[src/rtl/dma_seq_pkg.sv]
package dma_seq_pkg;
  localparam int unsigned ADDR_W = 16;
  localparam int unsigned CNT_W  = 16;
  localparam int unsigned PAGE_W = 8;
  localparam int unsigned PHYS_W = PAGE_W + ADDR_W;
endpackage

[src/rtl/dma_seq_ctr.sv]
module dma_seq_ctr #(
  parameter int unsigned W    = 16,
  parameter bit          DOWN = 1'b0
) (
  input  logic         clk_i,
  input  logic         rst_ni,
  input  logic         load_i,
  input  logic [W-1:0] load_val_i,
  input  logic         step_i,
  input  logic         reload_i,
  input  logic [W-1:0] reload_val_i,
  output logic [W-1:0] q_o
);
  logic [W-1:0] q_q, stepped;

  generate
    if (DOWN) begin : g_down
      assign stepped = q_q - W'(1);
    end else begin : g_up
      assign stepped = q_q + W'(1);
    end
  endgenerate

  always_ff @(posedge clk_i or negedge rst_ni) begin
    if (!rst_ni)       q_q <= '0;
    else if (load_i)   q_q <= load_val_i;
    else if (reload_i) q_q <= reload_val_i;
    else if (step_i)   q_q <= stepped;
  end

  assign q_o = q_q;
endmodule

[src/rtl/dma_seq_phys.sv]
module dma_seq_phys #(
  parameter int unsigned ADDR_W = 16,
  parameter int unsigned PAGE_W = 8,
  localparam int unsigned PHYS_W = PAGE_W + ADDR_W
) (
  input  logic [PAGE_W-1:0] page_i,
  input  logic [ADDR_W-1:0] addr_i,
  input  logic              word_mode_i,
  output logic [PHYS_W-1:0] phys_o
);
  // word mode: page lsb dropped, unit address shifted up one bit
  always_comb begin
    if (word_mode_i) phys_o = {page_i[PAGE_W-1:1], addr_i, 1'b0};
    else             phys_o = {page_i, addr_i};
  end
endmodule

[src/rtl/dma_seq.sv]
module dma_seq
  import dma_seq_pkg::*;
(
  input  logic              clk_i,
  input  logic              rst_ni,
  input  logic              prog_i,
  input  logic [ADDR_W-1:0] base_addr_i,
  input  logic [CNT_W-1:0]  base_cnt_i,
  input  logic [PAGE_W-1:0] page_i,
  input  logic              word_mode_i,
  input  logic              autoinit_i,
  input  logic              xfer_i,
  output logic [PHYS_W-1:0] phys_addr_o,
  output logic              tc_o,
  output logic [CNT_W-1:0]  residue_o,
  output logic              active_o
);
  logic [ADDR_W-1:0] base_addr_q, cur_addr;
  logic [CNT_W-1:0]  base_cnt_q, cur_cnt;
  logic [PAGE_W-1:0] page_q;
  logic              active_q, accept, last, reload;

  assign accept = xfer_i & active_q & ~prog_i;
  assign last   = accept & (cur_cnt == '0);
  assign reload = last & autoinit_i;

  always_ff @(posedge clk_i or negedge rst_ni) begin
    if (!rst_ni) begin
      base_addr_q <= '0;
      base_cnt_q  <= '0;
      page_q      <= '0;
      active_q    <= 1'b0;
    end else if (prog_i) begin
      base_addr_q <= base_addr_i;
      base_cnt_q  <= base_cnt_i;
      page_q      <= page_i;
      active_q    <= 1'b1;
    end else if (last && !autoinit_i) begin
      active_q    <= 1'b0;
    end
  end

  dma_seq_ctr #(.W(ADDR_W), .DOWN(1'b0)) u_addr (
    .clk_i, .rst_ni,
    .load_i(prog_i), .load_val_i(base_addr_i),
    .step_i(accept),
    .reload_i(reload), .reload_val_i(base_addr_q),
    .q_o(cur_addr)
  );

  dma_seq_ctr #(.W(CNT_W), .DOWN(1'b1)) u_cnt (
    .clk_i, .rst_ni,
    .load_i(prog_i), .load_val_i(base_cnt_i),
    .step_i(accept),
    .reload_i(reload), .reload_val_i(base_cnt_q),
    .q_o(cur_cnt)
  );

  dma_seq_phys #(.ADDR_W(ADDR_W), .PAGE_W(PAGE_W)) u_phys (
    .page_i(page_q), .addr_i(cur_addr), .word_mode_i,
    .phys_o(phys_addr_o)
  );

  assign tc_o      = last;
  assign residue_o = cur_cnt + CNT_W'(1);
  assign active_o  = active_q;


  addr_step_chk: assert property (@(posedge clk_i) disable iff (!rst_ni)
    (accept && !reload) |=> cur_addr == $past(cur_addr) + ADDR_W'(1));


  page_hold_chk: assert property (@(posedge clk_i) disable iff (!rst_ni)
    !prog_i |=> $stable(page_q));


  word_even_chk: assert property (@(posedge clk_i) disable iff (!rst_ni)
    word_mode_i |-> phys_addr_o[0] == 1'b0);


  stop_chk: assert property (@(posedge clk_i) disable iff (!rst_ni)
    (tc_o && !autoinit_i) |=> (!active_o && residue_o == '0));


  reload_chk: assert property (@(posedge clk_i) disable iff (!rst_ni)
    (tc_o && autoinit_i) |=> (active_o && cur_addr == base_addr_q && cur_cnt == base_cnt_q));


  prog_prio_chk: assert property (@(posedge clk_i) disable iff (!rst_ni)
    prog_i |-> !tc_o);
endmodule

[config.mk]
export PLATFORM = sky130hd
export DESIGN_NAME = dma_seq
export DESIGN_NICKNAME = d
export VERILOG_FILES = /design/src/rtl/dma_seq_pkg.sv /design/src/rtl/dma_seq_ctr.sv /design/src/rtl/dma_seq_phys.sv /design/src/rtl/dma_seq.sv
export SDC_FILE = /design/constraint.sdc
export NUM_CORES = 1
export LEC_CHECK = 0
export BUFFER_PORTS_ARGS = -buffer_cell sky130_fd_sc_hd__buf_2
export CAP_MARGIN = 30
export CORE_UTILIZATION = 45
export CTS_BUF_LIST = sky130_fd_sc_hd__clkbuf_16
export DETAILED_ROUTE_END_ITERATION = 7
export GPL_ROUTABILITY_DRIVEN = 0
export GPL_TIMING_DRIVEN = 0
export PLACE_DENSITY = 0.65
export SLEW_MARGIN = 15
export SYNTH_ARGS = -nofsm -noshare
export SYNTH_HDL_FRONTEND = slang
export SYNTH_SLANG_ARGS = --single-unit
[constraint.sdc]
create_clock -name clk_i -period 2.2 [get_ports clk_i]
set_input_delay 0.22 -clock clk_i [delete_from_list [all_inputs] [get_ports clk_i]]
set_output_delay 0.22 -clock clk_i [all_outputs]
set_load 0.05 [all_outputs]
==> qor.csv <==
stage,metric,value,unit
setup_path,setup.worst_path.class,flip-flop to primary output,
layout,fill_cells,848,
clock_tree,clock_path_buffers,2,
layout,fin_cells,711,
layout,nets,628,
setup_path,r2r_end,u_addr.q_o[12],
setup_path,reg2reg_slack,0.03,ns
timing,setup_viol,0,
setup_path,cp_max_fo,8,
layout,drive_above_1_share,35.9,%
layout,area_growth,24.4,%
placed_design,dpl.hpwl,8610,µm
clock_tree,htree_levels,3,
timing,rsz0062_at_grt,true,
grt,grt_antenna_before_repair,0,
route,via_per_inst,5.62,
floorplan,rows,35,
floorplan,die_h,101,µm
floorplan,ioPinCount,88,
timing,final_hold_viol_count,0,
logic_synthesis,synth_edf_count,0,
clock_tree,cts_tree,built,
route,routed_wl,12300,µm
power,power,4.16,mW
route,first_iter_violations,222,
setup_path,crit_path_start,u_cnt.q_o[0],
setup_path,required,1.98,ns
floorplan,start_util,47.1,%
setup_path,cp_num_cells,7,
logic_synthesis,syn-num-nets,521,
setup_path,timing.rr.start,u_cnt.q_o[0],
timing,worst_pin_slew,0.794,ns
layout,insertedDiodeCount,0,
placed_design,dpl_worst_slack,-0.0263,ns
clock_tree,cts-root-buf,clkbuf_16,
setup_path,cp_cell_sequence,"ha_4, nand4_1, nor2_2, and3_4, nand3_1, xnor2_2, buf_6",
power,power.leakage,2.50,nW
setup_path,path_buf_inv,1,
clock_tree,clk_pin_slew_worst_paths,0.06,ns
grt,grt-ovfl-total,0,
grt,grt_use_total,25.2,%
logic_synthesis,async_flop_share,100,%
logic_synthesis,syn_inst,471,
power,vdd.ir_drop.worst,0.000446,V
setup_path,cp-start-kind,flip-flop,
timing,fmax,456,MHz
layout,final_design_area_no_fill,5520,µm²
timing,fin_crit,2.19,ns
job,maxCapViolCount,0,
route,first_pass_iters,5,
power,power_density,754,nW/µm²
route,vias,3996,
grt,grt_max_degree,41,
clock_tree,cts_inserted_buffers,9,
logic_synthesis,ys_types,54,
floorplan,fp.dieArea,10300,µm²
logic_synthesis,yosys_most_used_dff,dfrtp_1,
timing,fin_skew,0.00905,ns
logic_synthesis,ys_seq_area_share,41.1,%
timing,slew_viol_final,0,
setup_path,setup.worst_path.end,residue_o[12],
floorplan,coreArea,9420,µm²
clock_tree,clk_latency,0.34,ns
setup_path,end_kind,primary output,
setup_path,ff2ff_path_depth,7,
logic_synthesis,netlist_area,4440,µm²
grt,grt_pass1_vias,3857,
route,ant_nets,0,
timing,post-route-period-util,99.6,%
logic_synthesis,yosys_warnings,0,
logic_synthesis,ys_ff_latch,73,
run_status,status,"complete, no violations",
route,route.detailed.drc,0,
timing,fin_ws,0.00855,ns
logic_synthesis,syn_area_per_cell,9.43,µm²
timing,slew_headroom,46.6,%
grt,grt_pass1_wl,19500,µm
timing,tns,0,ns
setup_path,slowest_stage,dfrtp_2,
clock_tree,cts_sinks,73,
floorplan,fp.dieW,101,µm
placed_design,dp.cells,687,
route,routedWlPerCell,17.4,µm
setup_path,worstPathArrival,1.97,ns
min_path,hold_path_class,input pin to flip-flop,
placed_design,portBuffers,86,
setup_path,slowest_delay,0.47,ns
placed_design,place_area,5090,µm²
setup_path,crit_family,simple AND/OR/NAND/NOR gates,
-- timing repair --
action | 4_1_cts | 5_1_grt
buffers inserted | 2 | 6
hold buffers | 1 | 0
endpoints found under the setup margin | 18 | 28
resized for setup | 14 | 21
cloned | 0 | 0
pin swaps | 2 | 3
endpoints found under the hold margin | 33 | 0
-- final cells by class --
class                   count  area, µm²  share of cell area (%)
flip-flops and latches     73       1830                    33.2
repair buffers             96        544                    9.86
inverters                  22       82.6                    1.50
clock inverters             6       37.5                   0.680
clock buffers               9        225                    4.08
multi-input cells         337       2410                    43.6
plain buffers              39        231                    4.19
well taps                 129        161                    2.92
-- routing by layer --
layer,GRT usage [%],up-vias,share of wire (%)
met3,3.24,21,5.8
li1,-,1867,-
met1,33.3,1934,43
met2,42.3,174,49
met5,0,-,0
met4,9.81,0,1.9
-- logic make-up after synthesis --
group,Yosys count,synth area share [%]
muxes,47,11.8
and+or+nand+nor,147,16.8
buffers and inverters,61,6.85
DFF,73,41.1
adders and majority gates,4,1.13
xor gates and xnor gates,37,7.30
AOI/OAI and AO/OA,102,15.0
-- report_power, final --
part	total [mW]	switching, mW	internal, mW
sequential	1.63	0.146	1.48
clock	1.32	0.575	0.750
combinational	1.21	0.785	0.421
total	4.16	1.51	2.65
-- flip-flops by register name, indices dropped and copies added, names as in the netlist --
register     count
page_q           8
active_o         1
base_cnt_q      16
base_addr_q     16
u_cnt.q_o       16
u_addr.q_o      16
-- worst min path at each step --
| stage | from | end | slack (ns) | cells after the start |
|---|---|---|---|---|
| 6_report | base_cnt_i[0] | u_cnt.q_o[0] | 0.10 | 3 |
| 5_1_grt | page_i[7] | page_q[7] | 0.12 | 2 |
| 4_1_cts | base_cnt_i[0] | u_cnt.q_o[0] | 0.11 | 3 |
| 3_5_place_dp | rst_ni | base_cnt_q[6] | 0.21 | 1 |
| 3_3_place_gp | base_cnt_i[0] | base_cnt_q[0] | 0.45 | 3 |
| 2_1_floorplan | rst_ni | active_o | -0.08 | 0 |
-- cell usage in the layout, fill, tap and decap left out, types with 4 or more instances in the layout --
cell type	Yosys	final
buf_2	6	84
dfrtp_1	73	69
nand2_1	43	43
nor2_1	45	42
o21ai_0	43	42
mux2_2	42	42
inv_1	22	23
buf_4	8	22
xor2_1	17	17
xnor2_1	20	16
nand3_1	16	15
a22oi_1	14	14
clkbuf_1	16	12
a21oi_1	11	11
clkbuf_16	0	9
nor3_1	9	8
buf_6	5	6
nor3_4	3	5
nand4_1	5	5
o21ai_2	5	5
mux2i_1	5	5
xnor2_2	0	4
nor4_1	5	4
o21ai_1	3	4
buf_1	4	4
dfrtp_2	0	4
-- tightest hold or removal path, stage by stage --
cell and delay [ns]:
buf_2 0.08, nand2_1 0.05, o21ai_0 0.06
-- per-stage QoR --
step | hold WS (ns) | util (%)
global route | 0.117 | 58.6
global placement | 0.451 | 53.8
floorplan | -0.0756 | -
finish | 0.104 | 58.6
detailed placement | 0.213 | 54.0
CTS | 0.106 | 57.4
-- synth_stat cells (4+ instances only) --
master / n / area, µm²
nand3_1: 16 / 80.1
buf_6: 5 / 56.3
mux2_2: 42 / 473
nand4_1: 5 / 31.3
nor2_1: 45 / 169
mux2i_1: 5 / 50.1
a21oi_1: 11 / 55.1
nor3_1: 9 / 45.0
buf_1: 4 / 15.0
nand2_1: 43 / 161
buf_4: 8 / 60.1
nor4_1: 5 / 31.3
buf_2: 6 / 30.0
xnor2_1: 20 / 175
o21ai_2: 5 / 43.8
o21ai_0: 43 / 215
a22oi_1: 14 / 105
dfrtp_1: 73 / 1830
and3_1: 4 / 25.0
inv_1: 22 / 82.6
xor2_1: 17 / 149
ha_1: 4 / 50.1
clkbuf_1: 16 / 60.1
No activity file was read; power rests on OpenSTA's default activity.
